File: src/rtl/gicPkg.sv
package gicPkg;
  localparam int ADDR_W = 6;
  localparam int ID_W = 10;
  localparam logic [ID_W-1:0] SPURIOUS_ID = 10'd1023;

  localparam logic [ADDR_W-1:0] A_DCTL   = 6'h00;
  localparam logic [ADDR_W-1:0] A_CCTL   = 6'h01;
  localparam logic [ADDR_W-1:0] A_PMASK  = 6'h02;
  localparam logic [ADDR_W-1:0] A_ACK    = 6'h03;
  localparam logic [ADDR_W-1:0] A_EOI    = 6'h04;
  localparam logic [ADDR_W-1:0] A_RUNPRI = 6'h05;
  localparam logic [ADDR_W-1:0] A_GROUP  = 6'h06;
  localparam logic [ADDR_W-1:0] A_PEND   = 6'h07;
  localparam logic [ADDR_W-1:0] A_ENABLE = 6'h08;
  localparam logic [ADDR_W-1:0] A_ACTIVE = 6'h09;
  localparam logic [ADDR_W-1:0] A_PRIO   = 6'h20;

  typedef struct packed {
    logic secure;
    logic wrDctl;
    logic wrCctl;
    logic wrMask;
    logic wrGroup;
    logic wrPend;
    logic wrEnable;
    logic wrPrio;
    logic ackTake;
    logic eoiTake;
  } strobeT;
endpackage

File: src/rtl/gicCtrl.sv
module gicCtrl
  import gicPkg::*;
#(
  parameter int NUM_IRQ = 8,
  parameter int DATA_W = 32,
  localparam int IDX_W = $clog2(NUM_IRQ)
) (
  input  logic               reqValid,
  input  logic               reqWrite,
  input  logic               reqSecure,
  input  logic [ADDR_W-1:0]  reqAddr,
  input  logic [DATA_W-1:0]  reqWdata,
  input  logic               winValid,
  input  logic [IDX_W-1:0]   winId,
  input  logic               winGroup,
  input  logic [NUM_IRQ-1:0] groupVec,
  input  logic [NUM_IRQ-1:0] activeVec,
  input  logic               ackCtl,
  output strobeT             strobe,
  output logic [ID_W-1:0]    ackId
);
  logic rdReq, wrReq, ackAllowed, eoiOk;

  always_comb begin
    rdReq = reqValid && !reqWrite;
    wrReq = reqValid && reqWrite;
    // secure side owns group 0; group 1 needs ack-control when claimed securely
    ackAllowed = winValid && (winGroup ? (!reqSecure || ackCtl) : reqSecure);
    eoiOk = 1'b0;
    for (int i = 0; i < NUM_IRQ; i++) begin
      if (reqWdata == DATA_W'(i)) eoiOk = activeVec[i] && (groupVec[i] || reqSecure);
    end
    strobe          = '0;
    strobe.secure   = reqSecure;
    strobe.wrDctl   = wrReq && (reqAddr == A_DCTL);
    strobe.wrCctl   = wrReq && (reqAddr == A_CCTL);
    strobe.wrMask   = wrReq && (reqAddr == A_PMASK);
    strobe.wrGroup  = wrReq && (reqAddr == A_GROUP) && reqSecure;
    strobe.wrPend   = wrReq && (reqAddr == A_PEND);
    strobe.wrEnable = wrReq && (reqAddr == A_ENABLE);
    strobe.wrPrio   = wrReq && reqAddr[ADDR_W-1];
    strobe.ackTake  = rdReq && (reqAddr == A_ACK) && ackAllowed;
    strobe.eoiTake  = wrReq && (reqAddr == A_EOI) && eoiOk;
    ackId = strobe.ackTake ? ID_W'(winId) : SPURIOUS_ID;
  end
endmodule

File: src/rtl/gicData.sv
module gicData
  import gicPkg::*;
#(
  parameter int NUM_IRQ = 8,
  parameter int PRIO_W = 8,
  parameter int DATA_W = 32,
  localparam int IDX_W = $clog2(NUM_IRQ)
) (
  input  logic               clk,
  input  logic               rstN,
  input  strobeT             strobe,
  input  logic               reqValid,
  input  logic               reqWrite,
  input  logic [ADDR_W-1:0]  reqAddr,
  input  logic [DATA_W-1:0]  reqWdata,
  input  logic [ID_W-1:0]    ackId,
  output logic [DATA_W-1:0]  rdData,
  output logic               irqOut,
  output logic               fiqOut,
  output logic               winValid,
  output logic [IDX_W-1:0]   winId,
  output logic               winGroup,
  output logic [PRIO_W-1:0]  winPrio,
  output logic [PRIO_W-1:0]  runPrio,
  output logic [PRIO_W-1:0]  pmask,
  output logic               fiqEnable,
  output logic               ackCtl,
  output logic [NUM_IRQ-1:0] groupVec,
  output logic [NUM_IRQ-1:0] pendVec,
  output logic [NUM_IRQ-1:0] activeVec
);
  logic [1:0]         dctl;
  logic [3:0]         cctl;
  logic [NUM_IRQ-1:0] enVec;
  logic [PRIO_W-1:0]  prio [NUM_IRQ];
  logic               found, cand;
  logic [NUM_IRQ-1:0] nsWritable;
  logic               unusedWdata;

  assign unusedWdata = ^reqWdata;
  assign fiqEnable   = cctl[3];
  assign ackCtl      = cctl[2];
  assign nsWritable  = strobe.secure ? '1 : groupVec;

  // winner search: {priority, group} ascending, lower ID keeps ties
  always_comb begin
    found = 1'b0;
    winId = '0;
    winPrio = '1;
    winGroup = 1'b1;
    for (int i = 0; i < NUM_IRQ; i++) begin
      cand = pendVec[i] && enVec[i] && (groupVec[i] ? dctl[1] : dctl[0]);
      if (cand && (!found || ({prio[i], groupVec[i]} < {winPrio, winGroup}))) begin
        found = 1'b1;
        winId = IDX_W'(i);
        winPrio = prio[i];
        winGroup = groupVec[i];
      end
    end
    winValid = found && (winPrio < pmask) && (winPrio < runPrio)
               && (winGroup ? cctl[1] : cctl[0]);
    fiqOut = winValid && !winGroup && cctl[3];
    irqOut = winValid && !fiqOut;
  end

  always_comb begin
    rdData = '0;
    if (reqValid && !reqWrite) begin
      case (reqAddr)
        A_DCTL:   rdData = strobe.secure ? DATA_W'(dctl) : DATA_W'(dctl[1]);
        A_CCTL:   rdData = strobe.secure ? DATA_W'(cctl) : DATA_W'(cctl[1]);
        A_PMASK:  rdData = DATA_W'(pmask);
        A_ACK:    rdData = DATA_W'(ackId);
        A_RUNPRI: rdData = strobe.secure ? DATA_W'(runPrio) :
                           (runPrio[PRIO_W-1] ? DATA_W'({runPrio[PRIO_W-2:0], 1'b0}) : '0);
        A_GROUP:  rdData = strobe.secure ? DATA_W'(groupVec) : '0;
        A_PEND:   rdData = DATA_W'(pendVec);
        A_ENABLE: rdData = DATA_W'(enVec);
        A_ACTIVE: rdData = DATA_W'(activeVec);
        default: begin
          for (int i = 0; i < NUM_IRQ; i++) begin
            if (reqAddr == A_PRIO + ADDR_W'(i)) begin
              if (strobe.secure) rdData = DATA_W'(prio[i]);
              else if (groupVec[i]) rdData = DATA_W'({prio[i][PRIO_W-2:0], 1'b0});
            end
          end
        end
      endcase
    end
  end

  always_ff @(posedge clk) begin
    if (!rstN) begin
      dctl <= '0;
      cctl <= '0;
      pmask <= '0;
      runPrio <= '1;
      groupVec <= '0;
      pendVec <= '0;
      enVec <= '0;
      activeVec <= '0;
      for (int i = 0; i < NUM_IRQ; i++) prio[i] <= '0;
    end else begin
      if (strobe.wrDctl) begin
        if (strobe.secure) dctl <= reqWdata[1:0];
        else dctl[1] <= reqWdata[0];
      end
      if (strobe.wrCctl) begin
        if (strobe.secure) cctl <= reqWdata[3:0];
        else cctl[1] <= reqWdata[0];
      end
      if (strobe.wrMask) pmask <= reqWdata[PRIO_W-1:0];
      if (strobe.wrGroup) groupVec <= reqWdata[NUM_IRQ-1:0];
      if (strobe.wrPend) pendVec <= pendVec | (reqWdata[NUM_IRQ-1:0] & nsWritable);
      if (strobe.wrEnable)
        enVec <= (enVec & ~nsWritable) | (reqWdata[NUM_IRQ-1:0] & nsWritable);
      for (int i = 0; i < NUM_IRQ; i++) begin
        if (strobe.wrPrio && (reqAddr == A_PRIO + ADDR_W'(i))) begin
          if (strobe.secure) prio[i] <= reqWdata[PRIO_W-1:0];
          else if (groupVec[i]) prio[i] <= {1'b1, reqWdata[PRIO_W-1:1]};
        end
        if (strobe.ackTake && (winId == IDX_W'(i))) begin
          pendVec[i] <= 1'b0;
          activeVec[i] <= 1'b1;
          runPrio <= prio[i];
        end
        if (strobe.eoiTake && (reqWdata == DATA_W'(i))) begin
          activeVec[i] <= 1'b0;
          runPrio <= '1;
        end
      end
    end
  end
endmodule

File: src/rtl/gicIntCtl.sv
module gicIntCtl
  import gicPkg::*;
#(
  parameter int NUM_IRQ = 8,
  parameter int PRIO_W = 8,
  parameter int DATA_W = 32,
  localparam int IDX_W = $clog2(NUM_IRQ)
) (
  input  logic              clk,
  input  logic              rstN,
  input  logic              reqValid,
  input  logic              reqWrite,
  input  logic              reqSecure,
  input  logic [5:0]        reqAddr,
  input  logic [DATA_W-1:0] reqWdata,
  output logic [DATA_W-1:0] rdData,
  output logic              irqOut,
  output logic              fiqOut
);
  strobeT             strobe;
  logic [ID_W-1:0]    ackId;
  logic               winValid, winGroup, fiqEnable, ackCtl;
  logic [IDX_W-1:0]   winId;
  logic [PRIO_W-1:0]  winPrio, runPrio, pmask;
  logic [NUM_IRQ-1:0] groupVec, pendVec, activeVec;

  gicCtrl #(.NUM_IRQ(NUM_IRQ), .DATA_W(DATA_W)) i_ctrl (
    .reqValid(reqValid), .reqWrite(reqWrite), .reqSecure(reqSecure),
    .reqAddr(reqAddr), .reqWdata(reqWdata), .winValid(winValid),
    .winId(winId), .winGroup(winGroup), .groupVec(groupVec),
    .activeVec(activeVec), .ackCtl(ackCtl), .strobe(strobe), .ackId(ackId)
  );

  gicData #(.NUM_IRQ(NUM_IRQ), .PRIO_W(PRIO_W), .DATA_W(DATA_W)) i_data (
    .clk(clk), .rstN(rstN), .strobe(strobe), .reqValid(reqValid),
    .reqWrite(reqWrite), .reqAddr(reqAddr), .reqWdata(reqWdata),
    .ackId(ackId), .rdData(rdData), .irqOut(irqOut), .fiqOut(fiqOut),
    .winValid(winValid), .winId(winId), .winGroup(winGroup),
    .winPrio(winPrio), .runPrio(runPrio), .pmask(pmask),
    .fiqEnable(fiqEnable), .ackCtl(ackCtl), .groupVec(groupVec),
    .pendVec(pendVec), .activeVec(activeVec)
  );
endmodule

File: config.mk
export PLATFORM = sky130hd
export DESIGN_NAME = gicIntCtl
export DESIGN_NICKNAME = d
export VERILOG_FILES = /design/src/rtl/gicPkg.sv /design/src/rtl/gicCtrl.sv /design/src/rtl/gicData.sv /design/src/rtl/gicIntCtl.sv
export SDC_FILE = /design/constraint.sdc
export NUM_CORES = 1
export LEC_CHECK = 0
export BUFFER_PORTS_ARGS = -buffer_cell sky130_fd_sc_hd__buf_2
export CAP_MARGIN = 20
export CORE_AREA = 4 4 155 157
export CTS_BUF_LIST = sky130_fd_sc_hd__clkbuf_4
export CTS_CLUSTER_DIAMETER = 30
export DETAILED_ROUTE_END_ITERATION = 10
export DIE_AREA = 0 0 159 161
export GPL_TIMING_DRIVEN = 0
export PLACE_DENSITY = 0.7
export RECOVER_POWER = 50
export SETUP_SLACK_MARGIN = 0.5
export SLEW_MARGIN = 30
export SYNTH_ARGS = -nofsm -noshare
export SYNTH_HDL_FRONTEND = slang
export SYNTH_SLANG_ARGS = --single-unit
File: constraint.sdc
create_clock -name clk -period 25.8 [get_ports clk]
set_input_delay 1.29 -clock clk [delete_from_list [all_inputs] [get_ports clk]]
set_output_delay 1.29 -clock clk [all_outputs]
set_load 0.01 [all_outputs]
==> flow_summary.json <==
{
  "synth_compound_area_share_pct": 26.43,
  "timing.setup.tns_ps": 0,
  "rrSetupSlack_ps": 3400,
  "ctsResizeCount": 0,
  "ys_seq_area_share_pct": 27.04,
  "routed_wl_um": 49120,
  "grt_pass1_wl_um": 71000,
  "cts-root-buf": "clkbuf_4",
  "final_common_cell": "nor2_1",
  "grt-ovfl-total": 0,
  "drc": 0,
  "crit_family": "compound AO/OA/AOI/OAI gates",
  "cts_setup_buffers": 0,
  "setup_viol": 0,
  "path_common_cell": "a21o_1",
  "syn_to_final_growth_pct": 9.330,
  "slew_violations": 0,
  "drt_pass1_iterations": 6,
  "layout.nets": 1579,
  "fin_crit_sh_pct": 92.01,
  "ys_ff_latch": 118,
  "synth.area.top_cells": "edfxtp_1, dfxtp_1, mux2i_1",
  "layout.cells.non_filler": 1769,
  "fill_cells": 2231,
  "die_h_um": 161,
  "worst_slack_ps": 2062,
  "cp_max_fo": 10,
  "hp-class": "reg -> reg",
  "cap_violations": 0,
  "fmax_ghz": 0.04213,
  "ff2ff_path_depth": 93,
  "internal-power_uw": 297.4,
  "clk_pin_slew_ps": 120,
  "synth_mux_area_share_pct": 10.59,
  "clkPwrFrac_pct": 37.4,
  "synth.avg_cell_area_um2": 8.053,
  "place_ws_ps": 3126,
  "fp.dieW_um": 159,
  "drive_above_1_share_pct": 11.67,
  "synth_top_family_by_area": "compound AO/OA/AOI/OAI gates",
  "antenna_found_initial": 1,
  "grt_max_degree": 17,
  "critPathMaxStageDelay_ps": 550,
  "rsz0062_at_grt": "false",
  "design.die.area_um2": 25600,
  "relSlewSlack_pct": 2.665,
  "avgRoutedWirePerCell_um": 27.77,
  "ys_types": 90,
  "hold_ws_ps": 474.9,
  "clkSinkCount": 118,
  "cp-startpoint": "i_data.groupVec[0]$_SDFFE_PN0P_",
  "synth_top_area_cell": "edfxtp_1",
  "reg2reg_from": "i_data.groupVec[0]$_SDFFE_PN0P_",
  "grt_usage_pct": 36.66,
  "cts_hold_buf": 0,
  "critPathLaunchType": "flip-flop",
  "synth_top_area_share_pct": 17.31,
  "period_minus_slack_ps": 23740,
  "yosys.area_share.simple_pct": 21.74,
  "setup.worst_path.end": "rdData[0]",
  "switchingPower_uw": 134.8,
  "status": "finished, final reports clean",
  "place_congestion": 1.049,
  "numCtsBuffers": 17,
  "std_cell_rows": 55,
  "reg2reg_to": "i_data.runPrio[7]$_SDFFE_PP1P_",
  "end_kind": "primary output",
  "swShare_pct": 31.19,
  "combPwrFrac_pct": 12.3,
  "synth_xor_area_share_pct": 0,
  "power-per-cell-area_nw_per_um2": 35.60,
  "h-tree-depth": 4,
  "cts_buffer_depth": 2,
  "crit_cells": 91,
  "syn_area_um2": 11100,
  "vias_per_cell": 6.880,
  "synth_ff_type": "edfxtp_1",
  "pwr-share-seq_pct": 50.3,
  "cts_tree": "done",
  "leakage_nw": 5.186,
  "dp.cells": 1736,
  "cp_slowest_cell": "a21oi_1",
  "crit_type": "reg -> out",
  "synth_edf_count": 64,
  "synthArstFlopShare_pct": 0,
  "portBuffers": 49,
  "hold_viol_final": 0,
  "initial_core_util_pct": 49.35,
  "cp.required_ps": 24510,
  "layout_common_cells": "nor2_1, nand2_1, mux2i_1, a21oi_1, clkbuf_1",
  "crit_buf_inv": 16,
  "vias": 12170,
  "clock_skew_ps": 22.46,
  "post-dp-hpwl_um": 37880,
  "grt_pass1_vias": 11260,
  "synth_cells": 1379,
  "core_um2": 22500,
  "worst-slew-pin-transition_ps": 1449,
  "cp.arrival_ps": 22450,
  "synth_fa_ha_area_share_pct": 7.617,
  "finalPower_uw": 432.2,
  "max-vdd-ir-drop_uv": 37.53,
  "drtIter0Drc": 1928,
  "yosysWarnings": 0,
  "drtAntennaViolNets": 0,
  "clk_latency_ps": 580,
  "io_pins": 77
}
metal layers:
layer	routed length, um	GRT usage [%]	part of all wire (%)	vias to the layer above
met5	0	0	0	-
met4	2351	14.44	4.8	0
met3	7330	11.02	15	195
met2	20240	53.96	41	1009
met1	19200	50.56	39	5650
li1	-	-	-	5316
cell families (layout without fill, tap and decap cells):
| logic type | count (synthesis) | count (layout) |
|---|---|---|
| mux | 114 | 114 |
| compound gates | 407 | 407 |
| simple gates | 506 | 506 |
| fa+ha+maj | 68 | 68 |
| other cells | 1 | 23 |
| buf+inv | 165 | 248 |
| flops | 118 | 118 |
Yosys cell counts, types with 11 or more instances:
master and count:
a211oi_1 11, a21o_1 22, a21oi_1 87, a221oi_1 12, a22oi_1 42, a31oi_1 14
buf_4 24, clkbuf_1 59, dfxtp_1 54, edfxtp_1 64, ha_1 66, inv_1 63
mux2_2 13, mux2i_1 97, nand2_1 133, nand3_1 37, nand4_1 17, nor2_1 155
nor2b_1 39, nor3_1 35, nor4_1 16, o21a_1 14, o21ai_0 64, o22ai_1 24
or2_2 12
worst reg2reg max path: cells and delay by family (launching register included):
kind | cells | cell delay, ps
adder cells (fa/ha/maj) | 8 | 2400
AO/OA/AOI/OAI | 47 | 11240
AND/OR/NAND/NOR | 19 | 3300
flip-flops | 1 | 330
multiplexers | 4 | 1430
buffers and inverters | 15 | 3610
state kept, by name (all words and copies together), names as in the netlist, named ones only:
register	count
i_data.pmask	8
i_data.dctl	2
i_data.pendVec	8
i_data.groupVec	8
i_data.prio	64
i_data.activeVec	8
i_data.runPrio	8
i_data.cctl	4
final cells by class:
type	instances	area, um2	area share, %
inverter	63	236.5	1.948
timing repair buffer	51	250.2	2.061
clock buffer	18	135.1	1.113
multi-input combinational	1117	7483	61.64
tap	285	356.6	2.937
sequential	118	3003	24.73
antenna	1	2.502	0.02061
clock inverter	14	181.4	1.494
buffer	102	491.7	4.050
how the worst min path moves through the flow:
stage / from / depth (start not counted) / to
after global placement: i_data.activeVec[1]$_SDFFE_PP0P_ / 2 / i_data.activeVec[1]$_SDFFE_PP0P_
after detailed placement: i_data.activeVec[1]$_SDFFE_PP0P_ / 2 / i_data.activeVec[1]$_SDFFE_PP0P_
after global routing: i_data.activeVec[1]$_SDFFE_PP0P_ / 2 / i_data.activeVec[1]$_SDFFE_PP0P_
after floorplan: i_data.activeVec[1]$_SDFFE_PP0P_ / 2 / i_data.activeVec[1]$_SDFFE_PP0P_
after CTS: i_data.activeVec[1]$_SDFFE_PP0P_ / 2 / i_data.activeVec[1]$_SDFFE_PP0P_
final: i_data.activeVec[1]$_SDFFE_PP0P_ / 2 / i_data.activeVec[1]$_SDFFE_PP0P_
stage by stage:
stage / instance area (um2) / util, %
3_3_place_gp: 11790 / 52.37
3_5_place_dp: 11850 / 52.64
6_report: 12140 / 53.95
4_1_cts: 12160 / 54.05
2_1_floorplan: 11180 / -
5_1_grt: 12140 / 53.95
power groups by stage:
stage / registers, mW / logic [mW] / clock network [mW]
global placement: 0.220 / 0.0493 / 0
CTS: 0.216 / 0.0506 / 0.159
floorplan: 0.213 / 0.0305 / 0
global route: 0.217 / 0.0553 / 0.168
finish: 0.218 / 0.0530 / 0.162
detailed placement: 0.220 / 0.0505 / 0
No activity file was read; power rests on OpenSTA's default activity.
